<file path="src/rtl/cfgld_pkg.sv">
package cfgld_pkg;
  typedef enum logic [1:0] {
    LD_IDLE = 2'd0,
    LD_RUN  = 2'd1,
    LD_DONE = 2'd2
  } ld_state_e;
endpackage

</file>
<file path="src/rtl/cfgld_addr_counter.sv">
module cfgld_addr_counter #(
  parameter int ADDR_W = 3
) (
  input  logic              clk,
  input  logic              rst_n,
  input  logic              clr,
  input  logic              inc,
  output logic [ADDR_W-1:0] addr,
  output logic              wrap_q
);
  localparam logic [ADDR_W-1:0] LAST = {ADDR_W{1'b1}};

  logic [ADDR_W-1:0] cnt_q;

  always_ff @(posedge clk or negedge rst_n) begin
    if (!rst_n) begin
      cnt_q  <= '0;
      wrap_q <= 1'b0;
    end else if (clr) begin
      cnt_q  <= '0;
      wrap_q <= 1'b0;
    end else begin
      if (inc) cnt_q <= cnt_q + 1'b1;
      wrap_q <= inc && (cnt_q == LAST);
    end
  end

  assign addr = cnt_q;
endmodule

</file>
<file path="src/rtl/cfgld_token_chain.sv">
module cfgld_token_chain #(
  parameter int NUM_TILES = 4
) (
  input  logic                 clk,
  input  logic                 rst_n,
  input  logic                 load,
  input  logic                 shift,
  output logic [NUM_TILES-1:0] tok,
  output logic                 last_o
);
  logic [NUM_TILES-1:0] tok_q;

  for (genvar i = 0; i < NUM_TILES; i++) begin : g_stage
    logic nxt;
    if (i == 0) begin : g_head
      always_comb begin
        if (load)       nxt = 1'b1;
        else if (shift) nxt = 1'b0;
        else            nxt = tok_q[0];
      end
    end else begin : g_body
      always_comb begin
        if (load)       nxt = 1'b0;
        else if (shift) nxt = tok_q[i-1];
        else            nxt = tok_q[i];
      end
    end
    always_ff @(posedge clk or negedge rst_n) begin
      if (!rst_n) tok_q[i] <= 1'b0;
      else        tok_q[i] <= nxt;
    end
  end

  assign tok    = tok_q;
  assign last_o = tok_q[NUM_TILES-1];
endmodule

</file>
<file path="src/rtl/cfgld_seq.sv">
module cfgld_seq
  import cfgld_pkg::*;
(
  input  logic clk,
  input  logic rst_n,
  input  logic begin_i,
  input  logic wrap_q,
  input  logic tok_last,
  output logic start,
  output logic ready,
  output logic done
);
  ld_state_e st_q, st_d;
  logic      finish;

  assign start  = begin_i && (st_q != LD_RUN);
  assign finish = (st_q == LD_RUN) && wrap_q && tok_last;

  always_comb begin
    st_d = st_q;
    if (start)       st_d = LD_RUN;
    else if (finish) st_d = LD_DONE;
  end

  always_ff @(posedge clk or negedge rst_n) begin
    if (!rst_n) st_q <= LD_IDLE;
    else        st_q <= st_d;
  end

  assign ready = (st_q == LD_RUN) && !wrap_q;
  assign done  = (st_q == LD_DONE);
endmodule

</file>
<file path="src/rtl/cfgld_loader.sv">
module cfgld_loader #(
  parameter int NUM_TILES = 4,
  parameter int ADDR_W    = 3,
  parameter int LANES     = 4
) (
  input  logic                 clk,
  input  logic                 rst_n,
  input  logic                 begin_i,
  input  logic                 s_valid,
  output logic                 s_ready,
  input  logic [LANES-1:0]     s_data,
  output logic [ADDR_W-1:0]    cfg_addr,
  output logic [LANES-1:0]     cfg_data,
  output logic [NUM_TILES-1:0] cfg_we,
  output logic                 done_o
);
  logic                 start, ready, accept, wrap_q, tok_last;
  logic [NUM_TILES-1:0] tok;

  assign accept = s_valid && ready;

  cfgld_seq u_seq (
    .clk     (clk),
    .rst_n   (rst_n),
    .begin_i (begin_i),
    .wrap_q  (wrap_q),
    .tok_last(tok_last),
    .start   (start),
    .ready   (ready),
    .done    (done_o)
  );

  cfgld_addr_counter #(.ADDR_W(ADDR_W)) u_cnt (
    .clk   (clk),
    .rst_n (rst_n),
    .clr   (start),
    .inc   (accept),
    .addr  (cfg_addr),
    .wrap_q(wrap_q)
  );

  cfgld_token_chain #(.NUM_TILES(NUM_TILES)) u_chain (
    .clk   (clk),
    .rst_n (rst_n),
    .load  (start),
    .shift (wrap_q),
    .tok   (tok),
    .last_o(tok_last)
  );

  for (genvar t = 0; t < NUM_TILES; t++) begin : g_we
    assign cfg_we[t] = tok[t] && accept;
  end

  assign cfg_data = s_data;
  assign s_ready  = ready;
endmodule

</file>
<file path="config.mk">
export PLATFORM = sky130hd
export DESIGN_NAME = cfgld_loader
export DESIGN_NICKNAME = d
export VERILOG_FILES = /design/src/rtl/cfgld_pkg.sv /design/src/rtl/cfgld_addr_counter.sv /design/src/rtl/cfgld_token_chain.sv /design/src/rtl/cfgld_seq.sv /design/src/rtl/cfgld_loader.sv
export SDC_FILE = /design/constraint.sdc
export NUM_CORES = 1
export LEC_CHECK = 0
export BUFFER_PORTS_ARGS = -buffer_cell sky130_fd_sc_hd__buf_2
export CAP_MARGIN = 20
export CORE_AREA = 3 3 49 51
export DETAILED_ROUTE_END_ITERATION = 10
export DIE_AREA = 0 0 52 54
export PLACE_DENSITY = 0.47
export SLEW_MARGIN = 20
export SYNTH_ARGS = -nofsm -noshare
export SYNTH_HDL_FRONTEND = slang
export SYNTH_SLANG_ARGS = --single-unit
</file>
<file path="constraint.sdc">
create_clock -name clk -period 3.7 [get_ports clk]
set_clock_uncertainty 0.1 [all_clocks]
set_input_delay 0.185 -clock clk [delete_from_list [all_inputs] [get_ports clk]]
set_output_delay 0.185 -clock clk [all_outputs]
set_load 0.02 [all_outputs]
</file>
# After elaboration in Yosys (flattened, before gate mapping)
# Cells that the tools add are included.
# op_classes
n_reduce_logical,14
add_sub_neg,1
eq_ne,4
muxes,13
# ops
op,n
logical AND 1 bit,10
2-to-1 mux 1 bit,9
2-to-1 mux 3 bit,2
nonzero test 2 bit,3
2-to-1 mux 2 bit,2
"adder 3 x 1 -> 3 bit, second input constant",1
"== test 3 bit, second input constant",1
"== test 2 x 1 -> 1 bit, second input constant",1
"== test 2 bit, second input constant",1
"inequality test 2 x 1 -> 1 bit, second input constant",1
logical NOT 1 bit,1
# totals
register_bits,10
word_cells,39
output_inout_bits,13

# Logic depth before layout (Yosys ltp)
# Gate-level depths: netlist of run 1.
# logic_depth
depth_word,5
depth_mapped,5
mapped_depth_nobuf,3

# Cells and area by module
# A second synthesis of run 1 with hierarchy kept.
# hier_totals
hier_cells,46
area_unflattened_um2,490.5
# modules_own_cells
mod,instances,cells_per_inst,seq_area_each_um2,area_each_um2
cfgld_addr_counter,1,14,100.1,172.7
cfgld_token_chain,1,13,100.1,160.2
cfgld_seq,1,10,50.0,95.1
cfgld_loader,1,9,0.0,62.6

# Least setup slack after synthesis of run 1
# No wires, ideal clock.
# synth_timing
kind,register -> output
startpoint,register u_cnt.wrap_q
endpoint,output cfg_we[0]
slack_ns,2.340
stages_incl_launch_ff,5
arrival_ns,1.075
t_required_ns,3.415
cell_sequence,dfrtp_1 buf_6 and4bb_1 buf_6 and2_1
# synth_via
elab_chain_len,4
# synth_lines
element,line_no,source
"start, declared",cfgld_addr_counter.sv:9,output logic wrap_q
"start signal, assigned",cfgld_addr_counter.sv:24,wrap_q <= inc && (cnt_q == LAST);
logical NOT 1 bit,cfgld_seq.sv:30,assign ready = (st_q == LD_RUN) && !wrap_q;
logical AND 1 bit,cfgld_seq.sv:30,
logical AND 1 bit,cfgld_loader.sv:20,assign accept = s_valid && ready;
logical AND 1 bit,cfgld_loader.sv:52,assign cfg_we[t] = tok[t] && accept;
"end, declared",cfgld_loader.sv:14,"output logic [NUM_TILES-1:0] cfg_we,"
# No other way between the ends.

# Worst setup path after layout of run 1
# Ends and elaborated chain as after synthesis.

==> metrics.yaml, run 1 <==
status: "complete, no violations"
place.gp.congestion: 0.7062
core_area_sq_mm: 0.001982
fin_crit_ps: 1813
grtUsageTotal: 0.08314
via_per_inst: 4.123
min_path_type: "primary input to register"
worst-setup-path-type: "register to output port"
grt_pass1_wl_um: 1628
antenna_found_initial: 0
grt_overflow: 0
cts_resized: 0
die-height_um: 54
layout_commonest_cell: "buf_2"
clock_path_buffers: 2
drive_gt1_frac: 0.3148
critPathLaunch: "u_cnt.wrap_q"
ys_seq_area_frac: 0.4926
vias: 334
drt_iter0_markers: 3
h-tree-depth: 1
fin_nets: 66
cts_buffers: 3
period_share: 0.4900
synth_seq_cells: 10
worstMarginPinSlew_ps: 308.6
leakagePower_nw: 0.2871
powerDensity_mw_per_mm2: 672.5
route.detailed.drc: 0
wirelength_um: 940
final_antenna_net_count: 0
slew_viol_final: 0
clock_sinks: 10
reg2reg_slack_ps: 2190
port_buffers: 12
start_util: 0.2563
crit_path_max_fanout: 9
design_area_sq_um: 581.8
yosysWarningCount: 0
end_kind: "output port"
setup_violations: 0
reg2reg_to: "u_cnt.addr[0]"
pin_count: 21
met1_usage: 0.1014
synth_nets: 54
critPathArrivalTime_ps: 1530
reg2reg_depth: 3
power_uw: 391.2
met3_usage: 0.03047
cp-start-kind: "register"
layout_common_cells: "buf_2 (12), dfrtp_1 (10), and2_1 (6)"
drv_cap: 0
area_growth_pct: 14.53
dieWidth_um: 52
grtUsageMet2: 0.1172
cp-endpoint: "cfg_we[0]"
final-hold-violation-count: 0
syn_area_per_cell_sq_um: 11.55
grt_max_degree: 11
rsz0062_at_grt: "no"
synth_cells: 44
drtPass1Iterations: 4
slew_headroom: 0.7943
utilization: 0.2936
wl_per_cell_um: 11.60
fmax_mhz: 551.5
die_area_sq_mm: 0.002808
cts_tree: "done"
num_antenna_cells: 0
yosysUniqueCellTypes: 17
vdd_drop_max_v: 0.0002262
netlist_area_sq_um: 508.0
r2r-start: "u_cnt.wrap_q"
dp_hpwl_um: 688.5
grt_busiest_layer: "met2"
placed_area_sq_um: 549.3
path_clk_slew_ps: 60
fp-row-count: 16
worstPathRequired_ps: 3410
setup_tns_ps: 0
grt_pass1_vias: 373
cts_root_buf: "clkbuf_4"
holdWs_ps: 64.57
clk_latency_ps: 260
[how the worst min path moves through the flow]
stage,depth (start not counted),slack (ps),to,startpoint
6_report,2,60,u_seq.st_q[1],begin_i
5_1_grt,2,70,u_seq.st_q[1],begin_i
4_1_cts,2,50,u_seq.st_q[1],begin_i
3_5_place_dp,1,-40,u_cnt.addr[2],rst_n
3_3_place_gp,1,-40,u_cnt.addr[0],rst_n
2_1_floorplan,0,-210,u_chain.last_o,rst_n
[cells by family after synthesis]
logic type | Yosys count | synth area share
buf+inv | 8 | 0.1182
fa+ha+maj | 2 | 0.04925
simple gates | 14 | 0.1601
flops | 10 | 0.4926
compound gates | 6 | 0.09114
mux | 4 | 0.08866
[cell usage after synthesis]
library cell	number	area, sq um
nand2b_1	1	6.260
mux2i_1	3	30.03
nor2_1	5	18.77
a21o_1	1	7.510
buf_4	4	30.03
ha_1	2	25.02
buf_6	2	22.52
a22o_1	2	17.52
dfrtp_1	10	250.2
and4bb_1	1	12.51
o21a_1	1	7.510
nand4_1	1	6.260
o21ai_0	1	5.000
a21oi_2	1	8.760
inv_1	2	7.510
and2_1	6	37.54
mux2_4	1	15.01
[flip-flops by register name, summed over array words and instances (netlist names)]
register        cells
u_chain.tok         3
u_seq.st_q          2
u_cnt.addr          3
u_chain.last_o      1
u_cnt.wrap_q        1
[what timing repair did]
action                                  in CTS  in global routing
endpoints found under the setup margin       0                  0
buffers inserted                             0                  0
hold buffers                                 1                  0
hold endpoints to repair                    10                  0
[per-layer routing]
metal | part of all wire | up-vias
met5 | 0 | -
met4 | 0 | 0
met3 | 0.090 | 0
met2 | 0.43 | 11
met1 | 0.48 | 160
li1 | - | 163
[cell type report]
class	count	area, sq um
fillers	216	1400
inverters	2	7.507
flip-flops and latches	10	250.2
repair buffers	13	70.07
well taps	27	33.78
clock buffers	3	22.52
multi-input cells	26	197.7
[critical path: stages (launching register included)]
cell and delay, ps:
dfrtp_1 460, and4bb_1 480, and2_1 170, buf_2 160
[report_power, final]
| part | leakage (nW) | internal (mW) | switching, mW |
|---|---|---|---|
| combinational | 0.149 | 0.0653 | 0.0783 |
| sequential | 0.124 | 0.145 | 0.0308 |
| clock | 0.0138 | 0.0375 | 0.0344 |
[stage by stage]
| step | std cells | worst slack [ps] |
|---|---|---|
| after floorplan | 44 | 2340 |
| after global placement | 77 | 2170 |
| after detailed placement | 77 | 2145 |
| after CTS | 81 | 1860 |
| after global routing | 81 | 1781 |
| final | 81 | 1887 |
Power figures use the tool's default switching activity.
==> run 2, diff against run 1 <==
--- a/config.mk
+++ b/config.mk
@@ -10,7 +10,7 @@
 export CORE_AREA = 3 3 49 51
 export DETAILED_ROUTE_END_ITERATION = 10
 export DIE_AREA = 0 0 52 54
-export PLACE_DENSITY = 0.47
+export PLACE_DENSITY = 0.49
 export SLEW_MARGIN = 20
 export SYNTH_ARGS = -nofsm -noshare
 export SYNTH_HDL_FRONTEND = slang
==> constraint.sdc (replaced) <==
create_clock -name clk -period 1.6 [get_ports clk]
set_clock_uncertainty 0.1 [all_clocks]
set_input_delay 0.08 -clock clk [delete_from_list [all_inputs] [get_ports clk]]
set_output_delay 0.08 -clock clk [all_outputs]
set_load 0.02 [all_outputs]
==> run 2 against run 1 <==
  * Sequential power grew 130%
  * Global-route usage grew 0.17 points
  * Clock-buffer cell count grew 1
  * Worst hold slack lost 4.6 ps
  * Critical path depth is the same
  * Worst setup slack lost 1800 ps
  * Die area is the same
  * Clock power grew to 3.2 times the previous value
  * Largest power group unchanged
==> metrics.yaml, run 2 (synthesis results as in run 1) <==
worstPathRequired_ps: 1420  # was 3410 ps
die-height_um: 54  # unchanged
fin_crit_ps: 1545
critPathLaunch: "u_seq.st_q[1]"  # was u_cnt.wrap_q
placed_cells: 78  # was 77
instances_no_fill: 84  # was 81
clock_path_buffers: 2  # unchanged
fin_ws_ps: 54.88  # was 1887 ps
reg2reg_depth: 3  # unchanged
grt_overflow: 0  # unchanged
via_per_inst: 4.060  # was 4.123
grt_pass1_vias: 340  # was 373
pin_count: 21  # unchanged
path_cells: "and4bb_4 -> and2_1 -> buf_2"  # was and4bb_1 -> and2_1 -> buf_2
cts_buffers: 3  # unchanged
cts_tree: "done"  # unchanged
r2r-start: "u_seq.st_q[1]"  # was u_cnt.wrap_q
min_path_type: "primary input to output port"  # was primary input to register
dieWidth_um: 52  # unchanged
holdWs_ps: 60.01  # was 64.57 ps
slew_viol_final: 0  # unchanged
multiInputGateArea_sq_um: 201.4  # was 197.7 sq um
slowest_stage: "and4bb_4"  # was and4bb_1
setup_tns_ps: 0  # unchanged
setup_violations: 0  # unchanged
area_growth_pct: 21.43  # was 14.53%
reg2reg_to: "u_cnt.addr[0]"  # unchanged
place.gp.congestion: 0.6746  # was 0.7062
wirelength_um: 956  # was 940 um
path_delay_family: "simple AND/OR/NAND/NOR gates"  # unchanged
drive_gt1_frac: 0.3509  # was 0.3148
final-hold-violation-count: 0  # unchanged
fmax_mhz: 647.2
worst-setup-path-type: "register to output port"  # unchanged
rsz0062_at_grt: "no"  # unchanged
vdd_drop_max_v: 0.0006513  # was 0.0002262 V
cp-start-kind: "register"  # unchanged
met3WireLength_um: 50  # was 85 um
crit_cells: 3  # unchanged
fin_nets: 68  # was 66
cp-endpoint: "cfg_we[0]"  # unchanged
design_area_sq_um: 616.8  # was 581.8 sq um
period_share: 0.9657
critPathArrivalTime_ps: 1370  # was 1530 ps
route.detailed.drc: 0  # unchanged
seqCellArea_sq_um: 250.2  # unchanged
worstMarginPinSlew_ps: 238.8  # was 308.6 ps
crit_buf_inv: 1  # unchanged
reg2reg_slack_ps: 290  # was 2190 ps
clock_sinks: 10  # unchanged
utilization: 0.3112  # was 0.2936
start_util: 0.2563  # unchanged
placed_area_sq_um: 556.8  # was 549.3 sq um
clk_latency_ps: 260  # about the same
wl_met2_um: 450  # was 400 um
power_uw: 976.7  # was 391.2 uW
routed.top_layer: "met4"  # was met3
final_antenna_net_count: 0  # unchanged
dp_hpwl_um: 710.6  # was 688.5 um
status: "complete, no violations"  # unchanged
layout_commonest_cell: "buf_2"  # unchanged
met1_length_um: 447  # was 453 um
drtPass1Iterations: 2  # was 4
layout_common_cells: "buf_2 (12), dfrtp_1 (10), and2_1 (6)"  # unchanged
num_antenna_cells: 0  # unchanged
fp-row-count: 16  # unchanged
grtUsageTotal: 0.08480  # was 0.08314
drv_cap: 0  # unchanged
h-tree-depth: 1  # unchanged
dp_worst_setup_slack_ps: 201.0  # was 2145 ps
vias: 341  # was 334
core_area_sq_mm: 0.001982  # unchanged
crit_path_max_fanout: 9  # unchanged
die_area_sq_mm: 0.002808  # unchanged
cts_root_buf: "clkbuf_4"  # unchanged
wl_per_cell_um: 11.38  # was 11.60 um
end_kind: "output port"  # unchanged
powerDensity_mw_per_mm2: 1583  # was 672.5 mW/mm^2
fill_cells: 212  # was 216
grt_pass1_wl_um: 1635  # was 1628 um
grt_max_degree: 11  # unchanged
path_clk_slew_ps: 70  # was 60 ps
leakagePower_nw: 0.3038  # was 0.2871 nW
drt_iter0_markers: 1  # was 3
max_stage_delay_ps: 400  # was 480 ps
antenna_found_initial: 0  # unchanged
postCtsSetupRepairBufs: 0  # unchanged
port_buffers: 12  # unchanged
slew_headroom: 0.8408  # was 0.7943
-- run 2: worst min path at each step --
stage / start / endpoint / cells past startpoint
after floorplan: rst_n / u_chain.last_o / 0
after global placement: rst_n / u_seq.st_q[0] / 1
after detailed placement: rst_n / u_seq.st_q[0] / 1
after CTS: s_data[0] / cfg_data[0] / 0
after global routing: s_data[1] / cfg_data[1] / 0
final: s_data[1] / cfg_data[1] / 0
-- run 2: repair_timing --
action                     in CTS  in global routing
setup endpoints to repair       4                  4
hold endpoints to repair       12                  0
hold buffers                    2                  0
gates resized for setup         1                  1
-- run 2: cell type report --
class,count,share of cell area
Timing Repair Buffer,15,0.1420
Multi-Input combinational cell,26,0.3266
Tap cell,27,0.05477
Sequential cell,10,0.4057
Clock buffer,4,0.05882
Inverter,2,0.01217
-- run 2: metal layers --
layer | global-route usage | vias up
met3 | 0.03601 | 2
met1 | 0.1061 | 163
met4 | 0.06550 | 0
li1 | - | 169
met2 | 0.1130 | 7
met5 | 0 | -
-- run 2: power breakdown --
| group | leakage, nW | internal [mW] | switching, mW |
|---|---|---|---|
| Clock | 0.0210 | 0.138 | 0.0927 |
| Combinational | 0.159 | 0.160 | 0.190 |
| Sequential | 0.124 | 0.335 | 0.0612 |
| Total | 0.304 | 0.633 | 0.344 |
